### src/rtl/pcm_cmp_pkg.sv
package pcm_cmp_pkg;
  typedef enum logic {
    MODE_LINEAR = 1'b0,
    MODE_SEGMENT = 1'b1
  } pcm_mode_e;
endpackage

### src/rtl/pcm_seg_encoder.sv
module pcm_seg_encoder
  import pcm_cmp_pkg::*;
#(
  parameter int MAG_W  = 12,
  parameter int SEG_W  = 3,
  parameter int MANT_W = 4
) (
  input  logic [MAG_W-1:0]          mag,
  input  pcm_mode_e                 mode,
  output logic [SEG_W+MANT_W-1:0]   code
);
  localparam int CODE_W = SEG_W + MANT_W;
  localparam int NSEG   = 1 << SEG_W;

  // segment = position of the leading one above the two lowest segments
  function automatic logic [CODE_W-1:0] seg_code(input logic [MAG_W-1:0] m);
    logic [SEG_W-1:0] seg;
    logic [MAG_W-1:0] shifted;
    int               shamt;
    seg = '0;
    for (int s = 1; s < NSEG; s++) begin
      if ((m >> (MANT_W + s)) != '0) seg = SEG_W'(s);
    end
    shamt   = (seg == '0) ? 1 : int'(seg);
    shifted = m >> shamt;
    return {seg, shifted[MANT_W-1:0]};
  endfunction

  function automatic logic [CODE_W-1:0] lin_code(input logic [MAG_W-1:0] m);
    return m[MAG_W-1 -: CODE_W];
  endfunction

  logic [CODE_W-1:0] code_lin;
  logic [CODE_W-1:0] code_seg;

  assign code_lin = lin_code(mag);
  assign code_seg = seg_code(mag);
  assign code     = (mode == MODE_SEGMENT) ? code_seg : code_lin;
endmodule

### src/rtl/pcm_seg_decoder.sv
module pcm_seg_decoder
  import pcm_cmp_pkg::*;
#(
  parameter int MAG_W  = 12,
  parameter int SEG_W  = 3,
  parameter int MANT_W = 4
) (
  input  logic [SEG_W+MANT_W-1:0] code,
  input  pcm_mode_e               mode,
  output logic [MAG_W-1:0]        mag
);
  localparam int CODE_W = SEG_W + MANT_W;
  localparam int PAD_W  = MAG_W - CODE_W;

  // base of the segment plus mantissa steps plus half a step
  function automatic logic [MAG_W-1:0] seg_mag(input logic [CODE_W-1:0] c);
    logic [SEG_W-1:0]  seg;
    logic [MANT_W-1:0] mant;
    logic [MAG_W-1:0]  base;
    int                sh;
    seg  = c[CODE_W-1 -: SEG_W];
    mant = c[MANT_W-1:0];
    sh   = (seg == '0) ? 1 : int'(seg);
    base = (seg == '0) ? '0 : (MAG_W'(1) << (MANT_W + int'(seg)));
    return base + (MAG_W'(mant) << sh) + (MAG_W'(1) << (sh - 1));
  endfunction

  function automatic logic [MAG_W-1:0] lin_mag(input logic [CODE_W-1:0] c);
    return {c, {PAD_W{1'b0}}};
  endfunction

  assign mag = (mode == MODE_SEGMENT) ? seg_mag(code) : lin_mag(code);
endmodule

### src/rtl/pcm_out_stage.sv
module pcm_out_stage
  import pcm_cmp_pkg::*;
#(
  parameter int BYTE_W = 8
) (
  input  logic              clk,
  input  logic              rst_n,
  input  logic              in_valid,
  input  logic [BYTE_W-1:0] in_byte,
  input  pcm_mode_e         in_mode,
  output logic              q_valid,
  output logic [BYTE_W-1:0] q_byte,
  output pcm_mode_e         q_mode
);
  always_ff @(posedge clk) begin
    if (!rst_n) begin
      q_valid <= 1'b0;
      q_byte  <= '0;
      q_mode  <= MODE_LINEAR;
    end else begin
      q_valid <= in_valid;
      if (in_valid) begin
        q_byte <= in_byte;
        q_mode <= in_mode;
      end
    end
  end
endmodule

### src/rtl/pcm_compander_top.sv
module pcm_compander_top
  import pcm_cmp_pkg::*;
#(
  parameter int MAG_W  = 12,
  parameter int SEG_W  = 3,
  parameter int MANT_W = 4
) (
  input  logic                     clk,
  input  logic                     rst_n,
  input  logic                     in_valid,
  input  logic                     in_sign,
  input  logic [MAG_W-1:0]         in_mag,
  input  logic                     mode_alaw,
  output logic                     out_valid,
  output logic [SEG_W+MANT_W:0]    out_byte,
  output logic                     out_sign,
  output logic [MAG_W-1:0]         out_mag
);
  localparam int CODE_W = SEG_W + MANT_W;
  localparam int BYTE_W = CODE_W + 1;

  pcm_mode_e         mode_in;
  pcm_mode_e         held_mode;
  logic [CODE_W-1:0] enc_code;
  logic [BYTE_W-1:0] enc_byte;
  logic [CODE_W-1:0] held_code;
  logic [SEG_W-1:0]  held_seg;

  assign mode_in  = mode_alaw ? MODE_SEGMENT : MODE_LINEAR;
  assign enc_byte = {in_sign, enc_code};

  pcm_seg_encoder #(.MAG_W(MAG_W), .SEG_W(SEG_W), .MANT_W(MANT_W)) enc_i (
    .mag  (in_mag),
    .mode (mode_in),
    .code (enc_code)
  );

  pcm_out_stage #(.BYTE_W(BYTE_W)) stage_i (
    .clk      (clk),
    .rst_n    (rst_n),
    .in_valid (in_valid),
    .in_byte  (enc_byte),
    .in_mode  (mode_in),
    .q_valid  (out_valid),
    .q_byte   (out_byte),
    .q_mode   (held_mode)
  );

  assign held_code = out_byte[CODE_W-1:0];
  assign held_seg  = held_code[CODE_W-1 -: SEG_W];
  assign out_sign  = out_byte[BYTE_W-1];

  pcm_seg_decoder #(.MAG_W(MAG_W), .SEG_W(SEG_W), .MANT_W(MANT_W)) dec_i (
    .code (held_code),
    .mode (held_mode),
    .mag  (out_mag)
  );


  latency_chk: assert property (@(posedge clk) disable iff (!rst_n)
    in_valid |=> out_valid);

  idle_chk: assert property (@(posedge clk) disable iff (!rst_n)
    !in_valid |=> !out_valid);

  sign_pass_chk: assert property (@(posedge clk) disable iff (!rst_n)
    in_valid |=> (out_byte[BYTE_W-1] == $past(in_sign)) && (out_sign == $past(in_sign)));

  hold_chk: assert property (@(posedge clk) disable iff (!rst_n)
    !in_valid |=> $stable(out_byte) && $stable(out_mag));

  lin_fill_chk: assert property (@(posedge clk) disable iff (!rst_n)
    (out_valid && held_mode == MODE_LINEAR) |-> (out_mag[MAG_W-CODE_W-1:0] == '0));

  seg_range_chk: assert property (@(posedge clk) disable iff (!rst_n)
    (out_valid && held_mode == MODE_SEGMENT) |->
      ((held_seg == '0) ? ((out_mag >> (MANT_W + 1)) == '0)
                        : ((out_mag >> (MANT_W + int'(held_seg))) == MAG_W'(1))));
endmodule

### config.mk
export PLATFORM = sky130hd
export DESIGN_NAME = pcm_compander_top
export DESIGN_NICKNAME = d
export VERILOG_FILES = /design/src/rtl/pcm_cmp_pkg.sv /design/src/rtl/pcm_seg_encoder.sv /design/src/rtl/pcm_seg_decoder.sv /design/src/rtl/pcm_out_stage.sv /design/src/rtl/pcm_compander_top.sv
export SDC_FILE = /design/constraint.sdc
export NUM_CORES = 1
export LEC_CHECK = 0
export CORE_MARGIN = 5
export CORE_UTILIZATION = 35
export CTS_BUF_LIST = sky130_fd_sc_hd__clkbuf_8
export DETAILED_ROUTE_END_ITERATION = 10
export DONT_BUFFER_PORTS = 1
export PLACE_DENSITY = 0.54
export SETUP_SLACK_MARGIN = 0.15
export SYNTH_ARGS = -nofsm -noshare
export SYNTH_HDL_FRONTEND = slang
export SYNTH_SLANG_ARGS = --single-unit
### constraint.sdc
create_clock -name clk -period 11.7 [get_ports clk]
set_input_delay 1.17 -clock clk [delete_from_list [all_inputs] [get_ports clk]]
set_output_delay 1.17 -clock clk [all_outputs]
set_load 0.02 [all_outputs]
==> summary.txt, run 1 <==
Timing
  • Worst hold slack: approximately 0.7 ns
  • Final slew viol count: 0
  • RSZ-0062 raised after global routing: false
  • PnR worst setup slack: around 5.4 ns
  • FMAX: ~0.16 GHz
  • Tmin final: 6.26 ns
  • Setup TNS: 0 ns
  • Slew margin rel.: 0.419
  • Worst-margin pin slew: about 0.87 ns
  • Final Cycle Share: 0.535
  • Final Setup Violations: 0
  • Clock skew: 0 ns
  • Final Hold Viols: 0

Detailed routing
  • DRC: 0
  • DR vias/cell: between 5 and 6
  • Vias: between 1500 and 2000
  • DR WL/cell: between 10 and 15 um
  • First drt pass iteration count: 4
  • Starting DRT DRC Count: ~140
  • DRT antenna net count: 0
  • Drt total wl: around 5 mm

Global routing
  • First-pass GRT wire length: ~8.6 mm
  • Number of global-route vias before repair: 1764
  • Gr usage total: 0.145
  • Largest net degree at the start of global routing: 25
  • Grt total ovfl: 0
  • Initial antenna violation count: 0

Status
  • Status: completed

Placed design
  • I/O Buffers: 0
  • Placer Congestion: 0.840
  • Post-DP HPWL: 3.93 mm
  • Post-place setup slack: ~5.7 ns
  • Placed cell areas: a little under 2000 um^2

Clock tree
  • H-tree depth: 1
  • TritonCTS Sinks: 10
  • Post-CTS sizing: 0
  • Clk buf depth: 2
  • Clk slew on worst S/H paths: roughly 0.05 ns
  • Clk Latency, worst-skew pair: about 0.23 ns
  • TritonCTS clock tree: done
  • Hold-fix buffers at CTS: 0
  • TritonCTS buffer count: 3
  • CTS root buffer: clkbuf_8
  • # Post-CTS Setup Buffers: 0

Synth
  • Seq cells post-synth: 10
  • Synth top area cells: fa_1 12%, dfxtp_1 10%, ha_1 7.1%, nand2_1 6.2%, inv_1 5.6%
  • EDFF count, synth: 0
  • Synth top area share: 0.124
  • Cell taking the most area after synthesis: fa_1
  • Synth cell types: 53
  • Synth warn: 0
  • Cell Area, Synth: slightly below 2000 um^2
  • Gate Count Post-Synth: ~270
  • FFs w/ async S/R, synth: 0
  • Post-synthesis sequential area ratio: 0.103
  • Syn Area/Cell: between 7 and 8 um^2
  • Synth Flop Type: dfxtp_1

Cells and area
  • Area of the multi-input gates: around 1600 um^2
  • Commonest cells after routing, fill and taps aside: 32 x nand2_1, 29 x inv_1, 27 x nor2_1, 13 x o21ai_0
  • Area growth from synthesis to layout: 5.49%
  • Fillers: a little under 600
  • Final Instance Area: 2040 um^2
  • Nets: a little over 300
  • Register area: 200 um^2
  • Share of post-route cells with drive strength above 1: 0.0720
  • Most common cell after layout, fill and taps aside: nand2_1
  • Diodes inserted: 0

Critical path
  • Req. time, crit path: between 10 and 15 ns
  • Crit path arrival time: between 5 and 6 ns
  • Worst setup path category: reg -> out
  • Maximum fanout along the worst path: 13
  • Worst setup SP type: flip-flop
  • Crit end category: output port

Floorplan
  • # IOs: 39
  • Number of cell rows: 27
  • Initial Utilization: 0.356
  • Core Box Area: roughly 5400 um^2
  • Die H: approximately 84 um
  • Die area: roughly 7000 um^2
  • Die width: between 80 and 90 um

Pwr
  • Final Power: 0.000172 W
  • Peak VDD IR: roughly 56 uV
  • Leak pwr: roughly 0.9 nW
  • Power Density: 83.9 nW/um^2

Worst hold path
  • Hold crit path type: reg -> reg

Job
  • Max-cap check violation count: 0
==> report_power, final <==
group          leakage [nW]  internal [W]  switching [W]
combinational         0.794     0.0000341      0.0000488
sequential           0.0829     0.0000366     0.00000907
clock                0.0288     0.0000296      0.0000134
total                 0.906      0.000100      0.0000712
==> worst paths after layout <==
kind,cells past startpoint,slack (ns),to,startpoint
setup / recovery,14,5.44,out_mag[11],stage_i.q_byte[6]
hold / removal,2,0.70,stage_i.q_byte[2],stage_i.q_byte[2]
setup reg to reg,3,10.35,stage_i.q_mode,stage_i.q_mode
hold reg to reg,2,0.70,stage_i.q_byte[2],stage_i.q_byte[2]
==> registers in the layout, summed over array words and instances (netlist names) <==
| register | flops |
|---|---|
| stage_i.q_byte | 8 |
| stage_i.q_mode | 1 |
| stage_i.q_valid | 1 |
==> worst max-delay path, cell delays in order (launching register included) <==
cell       delay, ns
dfxtp_1         0.74
clkinv_1        0.43
nor3_1          0.44
ha_1            0.24
nor2b_1         0.22
nand3_1         0.12
fa_1            0.53
inv_1           0.07
fa_1            0.47
a211oi_1        0.39
o21ai_0         0.24
a2111oi_0       0.39
nand3b_1        0.17
o21ai_0         0.08
a32o_1          0.32
==> metrics by stage <==
| step | util | instances |
|---|---|---|
| 4_1_cts | 0.376 | 336 |
| 6_report | 0.376 | 336 |
| 3_5_place_dp | 0.366 | 332 |
| 2_1_floorplan | - | 273 |
| 5_1_grt | 0.376 | 336 |
| 3_3_place_gp | 0.366 | 332 |
==> synthesized netlist by cell type, types with 2 or more instances <==
cell       number
a22o_1          2
o211ai_1        7
o221ai_1        2
nand3_1         7
or3_1           2
nand2_1        32
inv_1          29
ha_1           11
nor2_1         27
a21o_1          2
nor2b_1         9
a31oi_1         3
xnor2_1         6
fa_1           12
a22oi_1         2
a221oi_1        2
a21boi_0        2
and2_1          5
o21bai_1        2
nor3_1          8
clkbuf_1       10
o21ai_0        13
buf_6           2
nor3b_1         2
conb_1          2
mux2_2          9
a21oi_1        12
dfxtp_1        10
mux2i_1         8
a2111oi_0       2
a211oi_1        2
==> logic make-up after synthesis <==
logic type | after synthesis | synth area share
fa+ha+maj | 23 | 0.195
xor+xnor | 7 | 0.0316
mux | 18 | 0.107
simple gates | 100 | 0.249
flops | 10 | 0.103
compound gates | 62 | 0.215
buf+inv | 44 | 0.0955
other cells | 2 | 0.00387
==> per-layer routing <==
| layer | vias to the layer above | wire length, um | GRT usage |
|---|---|---|---|
| met3 | 2 | 295 | 0.0343 |
| met1 | 825 | 2400 | 0.197 |
| met4 | 0 | 10 | 0.0129 |
| li1 | 913 | - | - |
| met2 | 43 | 2260 | 0.242 |
| met5 | - | 0 | 0 |
==> layout make-up <==
type / count / area share
multi-input combinational: 219 / 0.772
sequential: 10 / 0.0979
inverter: 30 / 0.0551
tap: 72 / 0.0441
clock buffer: 4 / 0.0269
timing repair buffer: 1 / 0.00367
(Power assumes the default switching activity.)
==> run 2, diff against run 1 <==
--- a/config.mk
+++ b/config.mk
@@ -5,6 +5,7 @@
 export SDC_FILE = /design/constraint.sdc
 export NUM_CORES = 1
 export LEC_CHECK = 0
+export ABC_AREA = 1
 export CORE_MARGIN = 5
 export CORE_UTILIZATION = 35
 export CTS_BUF_LIST = sky130_fd_sc_hd__clkbuf_8
==> constraint.sdc (replaced) <==
create_clock -name clk -period 6.1 [get_ports clk]
set_input_delay 0.61 -clock clk [delete_from_list [all_inputs] [get_ports clk]]
set_output_delay 0.61 -clock clk [all_outputs]
set_load 0.02 [all_outputs]
==> run 2 against run 1 <==
  * Hold slack worse by 0.23 ns
  * Final cell count up 13%
  * Worst setup slack worse by 4.4 ns
  * Non-clock buffer count down 1
  * First-iteration DRC count down 44%
  * Area after synthesis down 2.3%
  * Power up 110%
  * Count of clock-buffer cells in the layout unchanged
  * Critical endpoint is now out_mag[9]
  * Flip-flop and latch count unchanged
  * Combinational power up 130%
==> summary.txt, run 2 <==
Global routing
  • Number of global-route vias before repair: 1822 (+3.3%)
  • Grt total ovfl: 0 (unchanged)
  • Largest net degree at the start of global routing: 13 (-48%)
  • Initial antenna violation count: 0 (unchanged)
  • Gr usage total: 0.141 (-0.00361)
  • First-pass GRT wire length: 8.40 mm (-1.9%)

Timing
  • Final Hold Viols: 0 (unchanged)
  • Final Cycle Share: 0.829
  • Clock skew: 0 ns (unchanged)
  • Tmin final: a little over 5 ns
  • Slew margin rel.: 0.488 (+0.0687)
  • RSZ-0062 raised after global routing: false
  • Final slew viol count: 0 (unchanged)
  • Setup TNS: 0 ns (unchanged)
  • FMAX: around 0.20 GHz
  • Worst-margin pin slew: 0.760 ns (-0.110 ns)
  • Final Setup Violations: 0 (unchanged)

Critical path
  • Crit end category: output port
  • Worst setup SP type: flip-flop
  • Maximum fanout along the worst path: 12 (-1)
  • Crit path from: stage_i.q_byte[6]
  • Crit path arrival time: 4.45 ns (-0.64 ns)
  • Worst reg2reg path startpoint: stage_i.q_byte[5]
  • Req. time, crit path: 5.49 ns (-5.04 ns)
  • Worst setup path category: reg -> out

Placed design
  • Placer Congestion: 0.842 (+0.24%)
  • Post-DP HPWL: 4.17 mm (+6.0%)
  • I/O Buffers: 0 (unchanged)
  • Placed cell areas: 1970 um^2 (-0.94%)

Detailed routing
  • DR WL/cell: 13.1 um (-12%)
  • DRC: 0 (unchanged)
  • DRT antenna net count: 0 (unchanged)
  • DR vias/cell: 4.93 (-7.2%)
  • Starting DRT DRC Count: 80 (-44%)
  • Vias: 1872 (+5.0%)
  • Drt total wl: 4.96 mm (about the same)
  • First drt pass iteration count: 5 (+1)

Floorplan
  • # IOs: 39 (unchanged)
  • Die area: 6980 um^2 (-2.1%)
  • Core Box Area: 5170 um^2 (-4.9%)
  • Die H: 83.5 um (-1.0%)
  • Number of cell rows: 26 (-3.7%)
  • Die width: 83.5 um (-1.0%)
  • Initial Utilization: 0.366 (+0.00965)

Clock tree
  • Post-CTS sizing: 0 (unchanged)
  • TritonCTS clock tree: done
  • Clk slew on worst S/H paths: 0.05 ns (about the same)
  • Clk Latency, worst-skew pair: 0.23 ns (about the same)
  • TritonCTS buffer count: 3 (unchanged)
  • # Post-CTS Setup Buffers: 0 (unchanged)
  • CTS root buffer: clkbuf_8
  • TritonCTS Sinks: 10 (unchanged)
  • H-tree depth: 1 (unchanged)
  • Hold-fix buffers at CTS: 0 (unchanged)
  • Clk buf depth: 2 (unchanged)

Synth
  • Syn Area/Cell: 6.19 um^2 (-15%)
  • Synth Flop Type: dfxtp_1
  • Cell Area, Synth: 1890 um^2 (-2.3%)
  • Synth top area share: 0.135 (+0.0109)
  • Post-synth top cells: 68 x nand2_1, 48 x inv_1, 31 x nand3_1
  • Cell taking the most area after synthesis: nand2_1
  • Synth cell types: 36 (-32%)
  • Top-count cell post-synth: nand2_1
  • Synth warn: 0 (unchanged)
  • EDFF count, synth: 0 (unchanged)
  • Synth top area cells: nand2_1 13%, fa_1 13%, dfxtp_1 11%, inv_1 9.5%, nand3_1 8.2%
  • Seq cells post-synth: 10 (unchanged)
  • FFs w/ async S/R, synth: 0 (unchanged)
  • Post-synthesis sequential area ratio: 0.106 (+0.00246)
  • Gate Count Post-Synth: 306 (+15%)

Worst hold path
  • Hold crit path type: in -> reg
  • Hold path startpoint: in_valid

Cells and area
  • Nets: 351 (+15%)
  • Share of post-route cells with drive strength above 1: 0.0742 (+0.00222)
  • Final Instance Area: 2030 um^2 (-0.92%)
  • Most common cell after layout, fill and taps aside: nand2_1
  • Register area: 200 um^2 (unchanged)
  • Commonest cells after routing, fill and taps aside: 68 x nand2_1, 48 x inv_1, 31 x nand3_1, 28 x nor2_1, 18 x o21ai_0
  • Area growth from synthesis to layout: 7.01%
  • Most flops, register: stage_i.q_byte
  • Diodes inserted: 0 (unchanged)
  • Fillers: 602 (+1.9%)
  • Area of the multi-input gates: 1470 um^2 (-6.7%)
  • Max reg flops: 8 (unchanged)
  • Top flop regs: stage_i.q_byte x8, stage_i.q_mode x1, stage_i.q_valid x1

Pwr
  • Peak VDD IR: 196 uV (+250%)
  • Power Density: 175 nW/um^2 (+110%)
  • Leak pwr: 1.03 nW (+14%)

Status
  • Status: completed

Job
  • Max-cap check violation count: 0 (unchanged)
run 2: changes by cell type in the layout (fill, tap and decap cells not counted), sizes merged, moves of 7 or more:
| cell | previous run | this run |
|---|---|---|
| nand2 | 32 | 78 |
| o211ai | 7 | 0 |
| nand3 | 8 | 32 |
| inv | 29 | 54 |
| nand4 | 1 | 9 |
| mux2i | 8 | 1 |
| o21ai | 14 | 23 |
| mux2 | 9 | 0 |
| nor2b | 9 | 0 |
run 2: area by class of cell:
type | instances | area share
Clock buffer | 4 | 0.0272
Inverter | 55 | 0.103
Multi-Input combinational cell | 241 | 0.728
Sequential cell | 10 | 0.0988
Tap cell | 70 | 0.0432
run 2: cell families after synthesis:
logic type | synth area share
XOR/XNOR | 0.0324
adder cells (fa/ha/maj) | 0.200
multiplexers | 0.00529
buffers and inverters | 0.130
flip-flops | 0.106
other | 0.00397
AO/OA/AOI/OAI | 0.149
AND/OR/NAND/NOR | 0.374
run 2: critical path, stage by stage, from the launching register on:
cell and delay (ns):
dfxtp_1 0.66, nor2_1 0.12, nor2_1 0.21, inv_1 0.13
nor2_1 0.27, ha_1 0.31, nor2_1 0.20, nand2_1 0.11
fa_1 0.48, inv_1 0.04, ha_1 0.34, a21o_1 0.21
a211oi_1 0.34, nor2_1 0.08, nor2_1 0.12, xor2_1 0.07
o21ai_0 0.53
run 2: worst paths after layout:
check / endpoint / slack, ns / cells after the start
worst min register to register: stage_i.q_byte[0] / 0.62 / 2
worst max register to register: stage_i.q_byte[5] / 4.74 / 4
worst max-delay path: out_mag[9] / 1.04 / 16
worst min-delay path: stage_i.q_byte[6] / 0.47 / 1
run 2: per-stage QoR:
step / util / setup WS (ns) / hold WS [ns] / std cells / total power (W)
after floorplan: - / 1.71 / 0.569 / 313 / 0.000243
after global placement: 0.381 / 1.39 / 0.621 / 376 / 0.000275
after detailed placement: 0.381 / 1.32 / 0.621 / 376 / 0.000275
after CTS: 0.392 / 1.05 / 0.459 / 380 / 0.000359
after global routing: 0.392 / 0.593 / 0.461 / 380 / 0.000394
final: 0.392 / 1.04 / 0.467 / 380 / 0.000355
run 2: routing by layer:
layer / track usage / routed length (um)
met1: 0.193 / 2400
met2: 0.227 / 2250
met3: 0.0405 / 279
met4: 0.0175 / 27
met5: 0 / 0
run 2: power breakdown:
| part | switching (W) | internal [W] | total (W) |
|---|---|---|---|
| sequential | 0.0000157 | 0.0000703 | 0.0000861 |
| clock | 0.0000243 | 0.0000566 | 0.0000809 |
| combinational | 0.000126 | 0.0000627 | 0.000188 |
| total | 0.000166 | 0.000190 | 0.000355 |
==> run 3, diff against run 2 <==
--- a/config.mk
+++ b/config.mk
@@ -11,7 +11,7 @@
 export CTS_BUF_LIST = sky130_fd_sc_hd__clkbuf_8
 export DETAILED_ROUTE_END_ITERATION = 10
 export DONT_BUFFER_PORTS = 1
-export PLACE_DENSITY = 0.54
+export PLACE_DENSITY = 0.56
 export SETUP_SLACK_MARGIN = 0.15
 export SYNTH_ARGS = -nofsm -noshare
 export SYNTH_HDL_FRONTEND = slang
==> constraint.sdc (replaced) <==
create_clock -name clk -period 4.1 [get_ports clk]
set_input_delay 0.41 -clock clk [delete_from_list [all_inputs] [get_ports clk]]
set_output_delay 0.41 -clock clk [all_outputs]
set_load 0.02 [all_outputs]
==> run 3 against run 2 <==
  * Combinational power grew 90%
  * Sequential power increased by 34%
  * Sequential share of layout area fell by 0.96 points
  * Count of clock-buffer cells in the layout did not move
  * Final cell count grew 5.0%
  * First-iteration DRC count rose by 20%
  * Non-clock buffer count grew 19
  * Power up 67%
  * Flip-flop and latch count is the same
  * Core utilization grew 4.7 points
  * Via count grew 6.5%
  * Critical path depth rose by 1
  * Critical endpoint unchanged
==> summary.txt, run 3 (same netlist as run 2, synthesis figures left out) <==
Pwr
  • Combinational share of power: 0.603 (+0.073)
  • Switching part of the total: 0.456 (-0.0103)
  • NetSw: 0.000270 W (+63%)
  • Power Density: 261 nW/um^2 (+49%)
  • Int Pwr: 0.000322 W (+70%)
  • Peak VDD IR: 233 uV (+19%)
  • Seq pwr share: 0.194 (-0.048)
  • Clock power frac: 0.202 (-0.026)
  • Leak pwr: 1.14 nW (+9.7%)

Critical path
  • Maximum fanout along the worst path: 5 (-7)
  • CP max stage cell: fa_1
  • Worst setup path category: reg -> out
  • Req. time, crit path: 3.69 ns (-1.80 ns)
  • Crit-path cells: nor2_4 -> nor2_4 -> inv_2 -> nor2_2 -> ha_1 -> inv_1 -> nor2_2 -> nand2_1 -> fa_1 -> inv_1 -> fa_2 -> a211oi_2 -> nor2_1 -> nor2_1 -> xor2_1 -> o21ai_1 -> buf_4
  • Max incr delay on CP: 0.48 ns (-0.18 ns)
  • Crit path arrival time: 3.38 ns (-1.07 ns)
  • Worst setup SP type: flip-flop
  • Crit end category: output port

Global routing
  • Grt total ovfl: 0 (unchanged)
  • M1 GR Usage: 0.196 (+0.00356)
  • First-pass GRT wire length: 8.71 mm (+3.7%)
  • Gr usage total: 0.146 (+0.00445)
  • Initial antenna violation count: 0 (unchanged)
  • Number of global-route vias before repair: 1955 (+7.3%)
  • Largest net degree at the start of global routing: 13 (unchanged)
  • Met2 Usage GRT: 0.239 (+0.0117)
  • Met3 GRT Util: 0.0336 (-0.00691)
  • GR peak layer: met2

Timing
  • Tmin final: roughly 3.8 ns
  • Final Cycle Share: 0.924
  • PnR worst setup slack: 0.310 ns (-0.730 ns)
  • Setup TNS: 0 ns (unchanged)
  • RSZ-0062 raised after global routing: false
  • Worst hold slack: 0.268 ns (-0.199 ns)
  • Final slew viol count: 0 (unchanged)
  • Final Hold Viols: 0 (unchanged)
  • Worst-margin pin slew: 0.667 ns (-0.0930 ns)
  • FMAX: 0.264 GHz
  • Clock skew: 0 ns (unchanged)
  • Slew margin rel.: 0.551 (+0.0627)
  • Final Setup Violations: 0 (unchanged)

Cells and area
  • Area growth from synthesis to layout: 20.0%
  • Nets: 370 (+5.4%)
  • Diodes inserted: 0 (unchanged)
  • Top flop regs: stage_i.q_byte x8, stage_i.q_mode x1, stage_i.q_valid x1
  • Commonest cells after routing, fill and taps aside: 68 x nand2_1, 47 x inv_1, 31 x nand3_1, 21 x nor2_1
  • Most flops, register: stage_i.q_byte
  • Max reg flops: 8 (unchanged)
  • Final Util: 0.439 (+0.0474)
  • Share of post-route cells with drive strength above 1: 0.188 (+0.114)
  • Most common cell after layout, fill and taps aside: nand2_1
  • Non-Filler Instances: 399 (+5.0%)

Clock tree
  • Clk buf depth: 2 (unchanged)
  • TritonCTS buffer count: 3 (unchanged)
  • TritonCTS Sinks: 10 (unchanged)
  • Clk slew on worst S/H paths: 0.05 ns (about the same)
  • Clk Latency, worst-skew pair: 0.23 ns (about the same)
  • H-tree depth: 1 (unchanged)
  • TritonCTS clock tree: done
  • CTS root buffer: clkbuf_8

Detailed routing
  • Drt total wl: 5.16 mm (+4.0%)
  • First drt pass iteration count: 4 (-1)
  • DRC: 0 (unchanged)
  • DR WL/cell: 12.9 um (-1.0%)
  • DR vias/cell: 5.00 (+1.4%)
  • Vias: 1994 (+6.5%)
  • DRT antenna net count: 0 (unchanged)
  • Starting DRT DRC Count: 96 (+20%)

Floorplan
  • # IOs: 39 (unchanged)
  • Die area: 6980 um^2 (unchanged)
  • Die width: 83.5 um (unchanged)
  • Number of cell rows: 26 (unchanged)
  • Die H: 83.5 um (unchanged)
  • Initial Utilization: 0.366 (unchanged)
  • Core Box Area: 5170 um^2 (unchanged)

Placed design
  • Placer Congestion: 0.853 (+1.3%)
  • Post-place setup slack: 0.220 ns (-1.10 ns)
  • I/O Buffers: 0 (unchanged)
  • Dpl cells: 392 (+4.3%)
  • Post-DP HPWL: 4.25 mm (+2.0%)

Worst hold path
  • Hold crit path type: in -> reg

Status
  • Status: completed

Job
  • Max-cap check violation count: 0 (unchanged)
-- run 3: cell types whose count changed in the layout (fill, tap and decap cells not counted), sizes merged --
cell / before / now
buf: 0 / 19
-- run 3: critical path, delay by kind of cell (launching register included) --
family	cells	cell delay, ns
buf+inv	4	0.39
flops	1	0.33
compound gates	2	0.36
xor+xnor	1	0.17
fa+ha+maj	3	1.25
simple gates	7	0.64
-- run 3: area by class of cell --
type | instances | area [um^2]
timing repair buffer | 19 | 148
inverter | 55 | 209
clock buffer | 4 | 55.1
tap | 70 | 87.6
sequential | 10 | 203
multi-input combinational | 241 | 1570
fill | 573 | 2900
-- run 3: power by group through the flow --
stage / clock network (W) / logic (W) / registers [W]
after detailed placement: 0 / 0.000320 / 0.000115
after CTS: 0.000122 / 0.000330 / 0.000113
after floorplan: 0 / 0.000244 / 0.000119
final: 0.000120 / 0.000357 / 0.000115
after global routing: 0.000128 / 0.000403 / 0.000117
after global placement: 0 / 0.000322 / 0.000115
-- run 3: metal layers --
metal  wire length (um)  vias to the layer above  share of wire
met1               2400                      898           0.47
met4                 36                        0         0.0070
met3                324                        4          0.063
li1                   -                     1028              -
met5                  0                        -              0
met2               2390                       64           0.46
-- run 3: final timing paths --
kind | start | end | slack [ns] | cells after the start
worst max-delay path | stage_i.q_byte[5] | out_mag[9] | 0.31 | 17
worst min-delay path | in_valid | stage_i.q_byte[6] | 0.27 | 1
worst min register to register | stage_i.q_byte[0] | stage_i.q_byte[0] | 0.64 | 3
worst max register to register | stage_i.q_mode | stage_i.q_mode | 2.90 | 2
-- run 3: repair_timing --
item	in CTS	in global routing
hold buffers	0	0
gates cloned	0	1
gates resized for setup	8	21
pin swaps	2	2
setup buffers	1	1
setup endpoints to repair	4	7
-- run 3: stage by stage --
stage	instance area (um^2)	power (W)
after floorplan	1920	0.000364
after global placement	2090	0.000437
after detailed placement	2090	0.000436
after CTS	2170	0.000566
after global routing	2270	0.000648
final	2270	0.000592
